File: src/rtl/trig_timer_pkg.sv
package trig_timer_pkg;

    typedef enum logic {
        MODE_SINGLE = 1'b0,
        MODE_CONT   = 1'b1
    } run_mode_e;

    typedef enum logic [1:0] {
        POL_NONE = 2'b00,
        POL_RISE = 2'b01,
        POL_FALL = 2'b10,
        POL_BOTH = 2'b11
    } trig_pol_e;

endpackage

File: src/rtl/trig_edge_det.sv
module trig_edge_det
    import trig_timer_pkg::*;
(
    input  logic       clk,
    input  logic       rst_n,
    input  logic       trig_in,
    input  logic [1:0] pol,
    output logic       edge_hit,
    output logic       pol_none
);

    typedef struct packed {
        logic trig;
    } edge_st_t;

    edge_st_t st_d, st_q;
    logic     rise, fall;

    always_comb begin
        st_d      = st_q;
        st_d.trig = trig_in;
        rise      = trig_in & ~st_q.trig;
        fall      = ~trig_in & st_q.trig;
        pol_none  = 1'b0;
        edge_hit  = 1'b0;
        case (trig_pol_e'(pol))
            POL_RISE: edge_hit = rise;
            POL_FALL: edge_hit = fall;
            POL_BOTH: edge_hit = rise | fall;
            default:  pol_none = 1'b1;
        endcase
    end

    always_ff @(posedge clk or negedge rst_n) begin
        if (!rst_n) begin
            st_q <= '0;
        end else begin
            st_q <= st_d;
        end
    end

    // a rising-edge hit requires the line to be high now
    p_rise_level_r9: assert property (@(posedge clk) disable iff (!rst_n)
        (pol == POL_RISE && edge_hit) |-> trig_in);

    // a falling-edge hit requires the line to be low now
    p_fall_level_r9: assert property (@(posedge clk) disable iff (!rst_n)
        (pol == POL_FALL && edge_hit) |-> !trig_in);

endmodule

File: src/rtl/trig_run_ctrl.sv
module trig_run_ctrl
    import trig_timer_pkg::*;
(
    input  logic clk,
    input  logic rst_n,
    input  logic enable,
    input  logic start_single,
    input  logic start_cont,
    input  logic pol_none,
    input  logic edge_hit,
    input  logic wrap,
    output logic running
);

    typedef struct packed {
        run_mode_e mode;
        logic      armed;
        logic      running;
    } ctrl_st_t;

    ctrl_st_t  st_d, st_q;
    logic      start_ok;
    logic      go_now;
    run_mode_e mode_eff;

    always_comb begin
        st_d     = st_q;
        start_ok = enable & (start_single | start_cont);
        go_now   = 1'b0;

        if (enable && start_cont) begin
            mode_eff = MODE_CONT;
        end else if (enable && start_single) begin
            mode_eff = MODE_SINGLE;
        end else begin
            mode_eff = st_q.mode;
        end

        if (!enable) begin
            st_d.mode    = MODE_SINGLE;
            st_d.armed   = 1'b0;
            st_d.running = 1'b0;
        end else if (st_q.running) begin
            st_d.mode  = mode_eff;
            st_d.armed = 1'b0;
            if (wrap && mode_eff == MODE_SINGLE) begin
                st_d.running = 1'b0;
            end
        end else begin
            st_d.mode = mode_eff;
            go_now    = (st_q.armed | start_ok) & (pol_none | edge_hit);
            if (go_now) begin
                st_d.running = 1'b1;
                st_d.armed   = 1'b0;
            end else begin
                st_d.armed   = st_q.armed | start_ok;
            end
        end
    end

    always_ff @(posedge clk or negedge rst_n) begin
        if (!rst_n) begin
            st_q <= '{mode: MODE_SINGLE, armed: 1'b0, running: 1'b0};
        end else begin
            st_q <= st_d;
        end
    end

    assign running = st_q.running;

    // a low enable leaves nothing armed or running
    p_disable_idle_r13: assert property (@(posedge clk) disable iff (!rst_n)
        !enable |=> (!st_q.running && !st_q.armed));

    // single-run stops after the update event
    p_single_stop_r5: assert property (@(posedge clk) disable iff (!rst_n)
        (enable && st_q.running && wrap && mode_eff == MODE_SINGLE) |=> !st_q.running);

    // continuous run keeps going after the update event
    p_cont_keep_r6: assert property (@(posedge clk) disable iff (!rst_n)
        (enable && st_q.running && wrap && mode_eff == MODE_CONT) |=> st_q.running);

    // simultaneous starts leave the block in continuous mode
    p_cont_prio_r14: assert property (@(posedge clk) disable iff (!rst_n)
        (enable && start_single && start_cont) |=> st_q.mode == MODE_CONT);

endmodule

File: src/rtl/trig_count_core.sv
module trig_count_core #(
    parameter int CNT_W = 16,
    parameter int REP_W = 4
) (
    input  logic             clk,
    input  logic             rst_n,
    input  logic             enable,
    input  logic             running,
    input  logic             timeout_en,
    input  logic             edge_hit,
    input  logic [CNT_W-1:0] arr_val,
    input  logic [CNT_W-1:0] cmp_val,
    output logic [CNT_W-1:0] cnt,
    output logic [REP_W-1:0] rep,
    output logic             upd,
    output logic             cmp_hit,
    output logic             wrap
);

    localparam logic [CNT_W-1:0] CNT_ONE = CNT_W'(1);
    localparam logic [REP_W-1:0] REP_ONE = REP_W'(1);

    typedef struct packed {
        logic [CNT_W-1:0] cnt;
        logic [REP_W-1:0] rep;
    } core_st_t;

    core_st_t st_d, st_q;
    logic     tmo_clear;

    always_comb begin
        st_d      = st_q;
        upd       = running & (st_q.cnt == arr_val);
        cmp_hit   = running & (st_q.cnt == cmp_val);
        tmo_clear = running & timeout_en & edge_hit;
        wrap      = upd & ~tmo_clear;

        if (!enable) begin
            st_d.cnt = '0;
            st_d.rep = '0;
        end else if (tmo_clear) begin
            st_d.cnt = '0;
            st_d.rep = '0;
        end else if (running) begin
            if (upd) begin
                st_d.cnt = '0;
                st_d.rep = st_q.rep + REP_ONE;
            end else begin
                st_d.cnt = st_q.cnt + CNT_ONE;
            end
        end else begin
            st_d.cnt = '0;
        end
    end

    always_ff @(posedge clk or negedge rst_n) begin
        if (!rst_n) begin
            st_q <= '0;
        end else begin
            st_q <= st_d;
        end
    end

    assign cnt = st_q.cnt;
    assign rep = st_q.rep;

    // a running count steps by exactly one away from reload and clear
    p_step_one_r2: assert property (@(posedge clk) disable iff (!rst_n)
        (enable && running && !upd && !tmo_clear) |=> st_q.cnt == $past(st_q.cnt) + CNT_ONE);

    // the count is zero after an update event
    p_wrap_zero_r3: assert property (@(posedge clk) disable iff (!rst_n)
        (enable && wrap) |=> st_q.cnt == '0);

    // a discarded trigger edge does not disturb counting
    p_discard_r10: assert property (@(posedge clk) disable iff (!rst_n)
        (enable && running && !timeout_en && edge_hit && !upd)
        |=> st_q.cnt == $past(st_q.cnt) + CNT_ONE);

    // a timeout-mode edge clears count and repetition counter
    p_tmo_clear_r11: assert property (@(posedge clk) disable iff (!rst_n)
        (enable && tmo_clear) |=> (st_q.cnt == '0 && st_q.rep == '0));

    // each kept update event advances the repetition counter
    p_rep_step_r12: assert property (@(posedge clk) disable iff (!rst_n)
        (enable && wrap) |=> st_q.rep == $past(st_q.rep) + REP_ONE);

    // disable clears both counters
    p_disable_clear_r13: assert property (@(posedge clk) disable iff (!rst_n)
        !enable |=> (st_q.cnt == '0 && st_q.rep == '0));

endmodule

File: src/rtl/trig_timer.sv
module trig_timer
    import trig_timer_pkg::*;
#(
    parameter int CNT_W = 16,
    parameter int REP_W = 4
) (
    input  logic             clk,
    input  logic             rst_n,
    input  logic             enable,
    input  logic             start_single,
    input  logic             start_cont,
    input  logic             timeout_en,
    input  logic             trig_in,
    input  logic [1:0]       trig_pol,
    input  logic [CNT_W-1:0] arr_val,
    input  logic [CNT_W-1:0] cmp_val,
    output logic [CNT_W-1:0] count,
    output logic [REP_W-1:0] rep_count,
    output logic             running,
    output logic             update_ev,
    output logic             cmp_ev
);

    logic edge_hit;
    logic pol_none;
    logic wrap;
    logic run_q;

    trig_edge_det u_edge (
        .clk      (clk),
        .rst_n    (rst_n),
        .trig_in  (trig_in),
        .pol      (trig_pol),
        .edge_hit (edge_hit),
        .pol_none (pol_none)
    );

    trig_run_ctrl u_ctrl (
        .clk          (clk),
        .rst_n        (rst_n),
        .enable       (enable),
        .start_single (start_single),
        .start_cont   (start_cont),
        .pol_none     (pol_none),
        .edge_hit     (edge_hit),
        .wrap         (wrap),
        .running      (run_q)
    );

    trig_count_core #(
        .CNT_W (CNT_W),
        .REP_W (REP_W)
    ) u_core (
        .clk        (clk),
        .rst_n      (rst_n),
        .enable     (enable),
        .running    (run_q),
        .timeout_en (timeout_en),
        .edge_hit   (edge_hit),
        .arr_val    (arr_val),
        .cmp_val    (cmp_val),
        .cnt        (count),
        .rep        (rep_count),
        .upd        (update_ev),
        .cmp_hit    (cmp_ev),
        .wrap       (wrap)
    );

    assign running = run_q;

    // the compare event only occurs while running
    p_cmp_running_r4: assert property (@(posedge clk) disable iff (!rst_n)
        cmp_ev |-> running);

    // the update event only occurs while running
    p_upd_running_r3: assert property (@(posedge clk) disable iff (!rst_n)
        update_ev |-> running);

endmodule

File: config.mk
export PLATFORM = sky130hd
export DESIGN_NAME = trig_timer
export DESIGN_NICKNAME = d
export VERILOG_FILES = /design/src/rtl/trig_timer_pkg.sv /design/src/rtl/trig_edge_det.sv /design/src/rtl/trig_run_ctrl.sv /design/src/rtl/trig_count_core.sv /design/src/rtl/trig_timer.sv
export SDC_FILE = /design/constraint.sdc
export NUM_CORES = 1
export LEC_CHECK = 0
export BUFFER_PORTS_ARGS = -buffer_cell sky130_fd_sc_hd__buf_2
export CELL_PAD_IN_SITES_DETAIL_PLACEMENT = 1
export CELL_PAD_IN_SITES_GLOBAL_PLACEMENT = 1
export CORE_AREA = 5 5 74 76
export CTS_BUF_LIST = sky130_fd_sc_hd__clkbuf_8
export DETAILED_ROUTE_END_ITERATION = 6
export DIE_AREA = 0 0 79 81
export GPL_ROUTABILITY_DRIVEN = 0
export PLACE_DENSITY_LB_ADDON = 0.12
export SYNTH_ARGS = -nofsm -noshare
export SYNTH_HDL_FRONTEND = slang
export SYNTH_HIERARCHICAL = 1
export SYNTH_SLANG_ARGS = --single-unit
File: constraint.sdc
create_clock -name clk -period 2.75 [get_ports clk]
set_clock_uncertainty 0.15 [all_clocks]
set_input_delay 0.1375 -clock clk [delete_from_list [all_inputs] [get_ports clk]]
set_output_delay 0.1375 -clock clk [all_outputs]
set_load 0.005 [all_outputs]
==> results_dict.tcl, run 1 <==
set metrics [dict create \
    row_count 25 \
    antenna_found_initial 0 \
    start_util_pct 34.3 \
    yosys.area.top_type "dfrtp_1" \
    ant_nets 0 \
    filler_cell_count 565 \
    fmax_ghz 0.416 \
    cp-start-kind "flop" \
    cts_buffer_depth 2 \
    powerDensity_nw_per_um2 342 \
    fin_util_pct 42.8 \
    fin_hold_ws_ns 0.00907 \
    max_slew_margin_pct 48.7 \
    grt_max_degree 25 \
    hold_violations 0 \
    area_growth_pct 24.7 \
    fin_nets 278 \
    hold_depth 3 \
    critPathRequiredTime_ns 2.46 \
    yosys_warnings 6 \
    drt-total-wl_microns 4960 \
    crit_family "simple AND/OR/NAND/NOR gates" \
    ctsResizeCount 0 \
    overflow 0 \
    worstPathMaxFanout 8 \
    dp.final_hpwl_microns 4020 \
    clkLatencyLatePin_ns 0.26 \
    io_buffers 63 \
    regToRegStartpoint "u_core/cnt[7]" \
    critPathCaptureType "output pin" \
    arrival_ns 2.11 \
    slowest_stage "dfrtp_1" \
    yosys-top-cells-area "dfrtp_1 38%, xor2_1 21%, nor2_1 5.2%" \
    syn_inst 170 \
    crit_chain "xor2_1 > nor4_1 > nand4_1 > nor2_1 > buf_2" \
    slowest_delay_ns 0.49 \
    dp_cells 279 \
    p_leak_nw 1.04 \
    worst_pin_slew_ns 0.759 \
    cts_tree "done" \
    drt-vias-per-instance 5.08 \
    synthTopCellsByCount "39 x xor2_1, 24 x dfrtp_1, 22 x nor2_1" \
    clk_pin_slew_ns 0.09 \
    grt_use_total_pct 16.4 \
    seqCellArea_sq_um 601 \
    drv_slew 0 \
    synth.most_common_cell "xor2_1" \
    cts_hold_buf 3 \
    ios 64 \
    maxCapViolCount 0 \
    period_share_pct 87.3 \
    fp.dieW_microns 79 \
    finalNonFillerCells 285 \
    fin_crit_ns 2.40 \
    rsz0062_at_grt "no" \
    synth_edf_count 0 \
    drt-initial-drc-count 42 \
    dr.pass1.iters 2 \
    core_sq_um 4660 \
    ys_async_sr_fraction_pct 100 \
    cts_max_level 1 \
    ys_ff_latch 24 \
    reg2reg_depth 5 \
    synth_top_area_share_pct 37.6 \
    final_layout_size_suffix_gt1_share_pct 31.2 \
    hold_path_class "input pin to flop" \
    cts_made_buffers 3 \
    setup_viol 0 \
    multi_input_area_sq_um 910 \
    drc 0 \
    postCtsSetupRepairBufs 0 \
    vias 1449 \
    post_drt_wl_per_cell_microns 17.4 \
    seq_area_frac_synth_pct 37.6 \
    holdPathEnd "u_core/rep[3]" \
    cts-root-buf "clkbuf_8" \
    grt_pass1_wl_microns 8160 \
    setup_tns_ns 0 \
    crit_type "flop to output pin" \
    crit_buf_inv 1 \
    die_h_microns 81 \
    grt_pass1_vias 1660 \
    rrSetupSlack_ns 0.44 \
    dieArea_sq_um 6400 \
    avgSynthCellArea_sq_um 9.41 \
    ir_drop_uv 143 \
    hold_start "enable" \
    status "finished, final reports clean" \
    synth_nets 215 \
    cts_sinks 24 \
    insertedDiodeCount 0 \
    synth_area_sq_um 1600 \
    synth.distinct_cells 32 \
    reg2reg_to "u_core/rep[3]" \
    ys.flop_type "dfrtp_1" \
]
[where the power goes]
group | internal (W) | switching [W] | leakage (nW) | total (W)
registers | 0.000358 | 0.00000805 | 0.330 | 0.000366
logic | 0.0000493 | 0.0000556 | 0.687 | 0.000105
clock network | 0.0000980 | 0.000113 | 0.0216 | 0.000211
total | 0.000505 | 0.000177 | 1.04 | 0.000682
[state kept, by name, summed over array words and instances, names as in the netlist]
| name | flops |
|---|---|
| u_ctrl/running | 1 |
| u_ctrl/st_q | 2 |
| u_core/rep | 4 |
| u_core/cnt | 16 |
| u_edge/st_q | 1 |
[tightest hold or removal path, delay by kind of cell]
family	cells	cell delay, ns
buffers and inverters	1	0.11
and+or+nand+nor	1	0.09
AOI/OAI and AO/OA	1	0.05
[area by class of cell]
cell class | instances | area share [%]
Multi-Input combinational cell | 131 | 45.6
Sequential cell | 24 | 30.1
Timing Repair Buffer | 67 | 17.7
Tap cell | 54 | 3.39
Clock buffer | 3 | 2.07
Inverter | 6 | 1.13
[how the worst max path moves through the flow]
stage / slack [ns] / start / cells past startpoint / to
finish: 0.35 / u_core/cnt[7] / 5 / update_ev
global route: 0.13 / u_core/cnt[7] / 5 / update_ev
detailed placement: 0.43 / u_core/cnt[1] / 5 / u_core/rep[3]
global placement: 0.42 / u_core/cnt[1] / 5 / u_core/rep[3]
floorplan: 0.74 / u_core/cnt[0] / 6 / u_core/rep[3]
CTS: 0.32 / u_core/cnt[1] / 5 / update_ev
[layout by cell type, fill, tap and decap left out, drive strengths merged, types with 4 or more instances in the layout]
cell   netlist  routed
xnor2        6       6
nand3        8       8
xor2        40      40
dfrtp       24      24
ha           4       4
nand4        4       4
nor2        22      22
nor3         5       5
buf          6      64
inv          6       6
nor4         7       7
nand2       13      13
[through the flow]
step                      cell area (sq um)  worst slack [ns]  power (W)
after global routing                   1990             0.128   0.000721
after global placement                 1920             0.422   0.000471
after floorplan                        1600             0.742   0.000415
after detailed placement               1920             0.427   0.000476
final                                  1990             0.348   0.000682
after CTS                              1990             0.322   0.000694
[cell families after synthesis]
| kind of cell | Yosys count | synth area share, % |
|---|---|---|
| simple gates | 71 | 22.9 |
| xor+xnor | 46 | 25.7 |
| flops | 24 | 37.6 |
| buf+inv | 15 | 5.56 |
| compound gates | 9 | 4.54 |
| fa+ha+maj | 4 | 3.13 |
| mux | 1 | 0.626 |
[layer usage]
metal	vias to the layer above	wire, microns	GRT usage, %	part of all wire, %
met5	-	0	0	0
met4	0	74	5.50	1.5
met1	700	2140	19.2	43
met3	8	294	3.10	5.9
met2	47	2450	30.1	49
li1	694	-	-	-
Power figures use the tool's default switching activity.
==> run 2, diff against run 1 <==
Clock period 2.75 ns to 2.4 ns, I/O delays scaled along.
==> run 2 against run 1 <==
Critical path depth rose by 6. Cell area increased by 4.0%. Sequential power up 14%. Via count shrank 0.55%. Critical endpoint is now u_core/cnt[13]. Die area did not move. Power up 14%. Flip-flop and latch count stayed put. Setup slack got worse by 0.15 ns. Highest routed layer unchanged.
==> results_dict.tcl, run 2 (synthesis results as in run 1) <==
set metrics [dict create \
    fp.dieW_microns 79 \
    crit_family "buffers and inverters" \
    crit_chain "dlygate4sd3_1 > buf_2 > inv_1 > ha_1 > or2_1 > a32o_1 > nand3_1 > and2_2 > nand3_1 > buf_4 > nor2_1" \
    vias 1441 \
    maxCapViolCount 0 \
    core_sq_um 4660 \
    start_util_pct 34.3 \
    cts_made_buffers 3 \
    drt-initial-drc-count 65 \
    busiest_layer "met2" \
    reg2reg_depth 6 \
    rsz0062_at_grt "no" \
    worstPathMaxFanout 16 \
    dpl-instance-area_sq_um 1980 \
    design_area_sq_um 2070 \
    hold_path_class "input pin to flop" \
    post_drt_wl_per_cell_microns 16.3 \
    arrival_ns 2.24 \
    die_h_microns 81 \
    worst_pin_slew_ns 0.573 \
    fin_crit_ns 2.20 \
    final_layout_size_suffix_gt1_share_pct 34.0 \
    io_buffers 63 \
    overflow 0 \
    max_slew_margin_pct 61.8 \
    ant_nets 0 \
    slowest_delay_ns 0.53 \
    drc 0 \
    cp-start-kind "input pin" \
    critPathCaptureType "flop" \
    crit_top_cell "nand3_1" \
    fin_nets 288 \
    cts_max_level 1 \
    status "finished, final reports clean" \
    row_count 25 \
    grt_use_met1_pct 18.6 \
    cts_sinks 24 \
    slowest_stage "dlygate4sd3_1" \
    hold_violations 0 \
    grt_max_degree 25 \
    cp.depth 11 \
    period_share_pct 91.8 \
    clkLatencyLatePin_ns 0.26 \
    grt_pass1_vias 1646 \
    grt_util_met3_pct 3.44 \
    dieArea_sq_um 6400 \
    most-common-layout-cells "63 x buf_2, 39 x xor2_1, 24 x dfrtp_1" \
    cts_tree "done" \
    critPathRequiredTime_ns 2.44 \
    largest_reg_flops 16 \
    crit_type "input pin to flop" \
    fin_hold_ws_ns 0.0726 \
    met2_usage_pct 28.9 \
    powerDensity_nw_per_um2 375 \
    hold_depth 4 \
    ios 64 \
    setup_viol 0 \
    cts-root-buf "clkbuf_8" \
    drt-vias-per-instance 4.88 \
    p_leak_nw 1.09 \
    antenna_found_initial 0 \
    area_growth_pct 29.7 \
    drv_slew 0 \
    fmax_ghz 0.454 \
    drt-total-wl_microns 4820 \
    cts_buffer_depth 2 \
    dr.pass1.iters 4 \
    clk_pin_slew_ns 0.08 \
    crit_buf_inv 4 \
    grt_use_total_pct 15.7 \
    ir_drop_uv 187 \
    grt_pass1_wl_microns 7860 \
    dp.final_hpwl_microns 3890 \
    final_common_cell "buf_2" \
    setup_tns_ns 0 \
    insertedDiodeCount 0 \
]
run 2: cell count changes in the layout (fill, tap and decap cells not counted), sizes merged:
cell         change
buf              +9
dlygate4sd3      +1
run 2: metrics by stage:
step	setup slack (ns)	power [W]	utilization (%)	instances
4_1_cts	0.0407	0.000796	44.1	293
3_3_place_gp	0.169	0.000542	42.4	286
2_1_floorplan	0.392	0.000476	-	170
5_1_grt	0.0186	0.000829	44.5	295
3_5_place_dp	0.132	0.000546	42.4	286
6_report	0.196	0.000777	44.5	295
run 2: report_power, final:
part	leakage (nW)	total, W	internal (W)	switching [W]
combinational	0.738	0.000125	0.0000594	0.0000651
clock	0.0216	0.000235	0.000112	0.000123
sequential	0.330	0.000417	0.000410	0.00000657
total	1.09	0.000777	0.000582	0.000195
run 2: metal layers:
layer	share of wire (%)	vias to the layer above	routed length [microns]
met4	0.87	0	42
met1	42	681	2040
li1	-	707	-
met2	50	49	2400
met3	6.8	4	329
met5	0	-	0
run 2: final cells by class:
class,count,area [sq um]
fillers,568,2590
multi-input cells,131,911
flip-flops and latches,24,601
repair buffers,77,430
well taps,54,67.6
clock buffers,3,41.3
inverters,6,22.5
run 2: final timing paths:
kind	endpoint	from	slack, ns
worst max register to register	u_core/rep[3]	u_core/cnt[13]	0.24
min in group asynchronous	u_core/cnt[3]	rst_n	0.23
worst max-delay path	u_core/cnt[13]	trig_in	0.20
max in group asynchronous	u_core/rep[2]	rst_n	1.49
worst min-delay path	u_ctrl/st_q[2]	start_single	0.07
worst min register to register	u_ctrl/st_q[2]	u_ctrl/st_q[2]	0.41
run 2: repair_timing:
| item | 4_1_cts | 5_1_grt |
|---|---|---|
| hold buffers | 4 | 0 |
| buffers inserted | 0 | 2 |
| resized for setup | 0 | 1 |
| endpoints found under the hold margin | 27 | 0 |
| endpoints found under the setup margin | 0 | 3 |
run 2: tightest hold or removal path, delay by kind of cell:
| family | cells | cell delay (ns) |
|---|---|---|
| compound gates | 1 | 0.08 |
| simple gates | 1 | 0.09 |
| buf+inv | 2 | 0.15 |
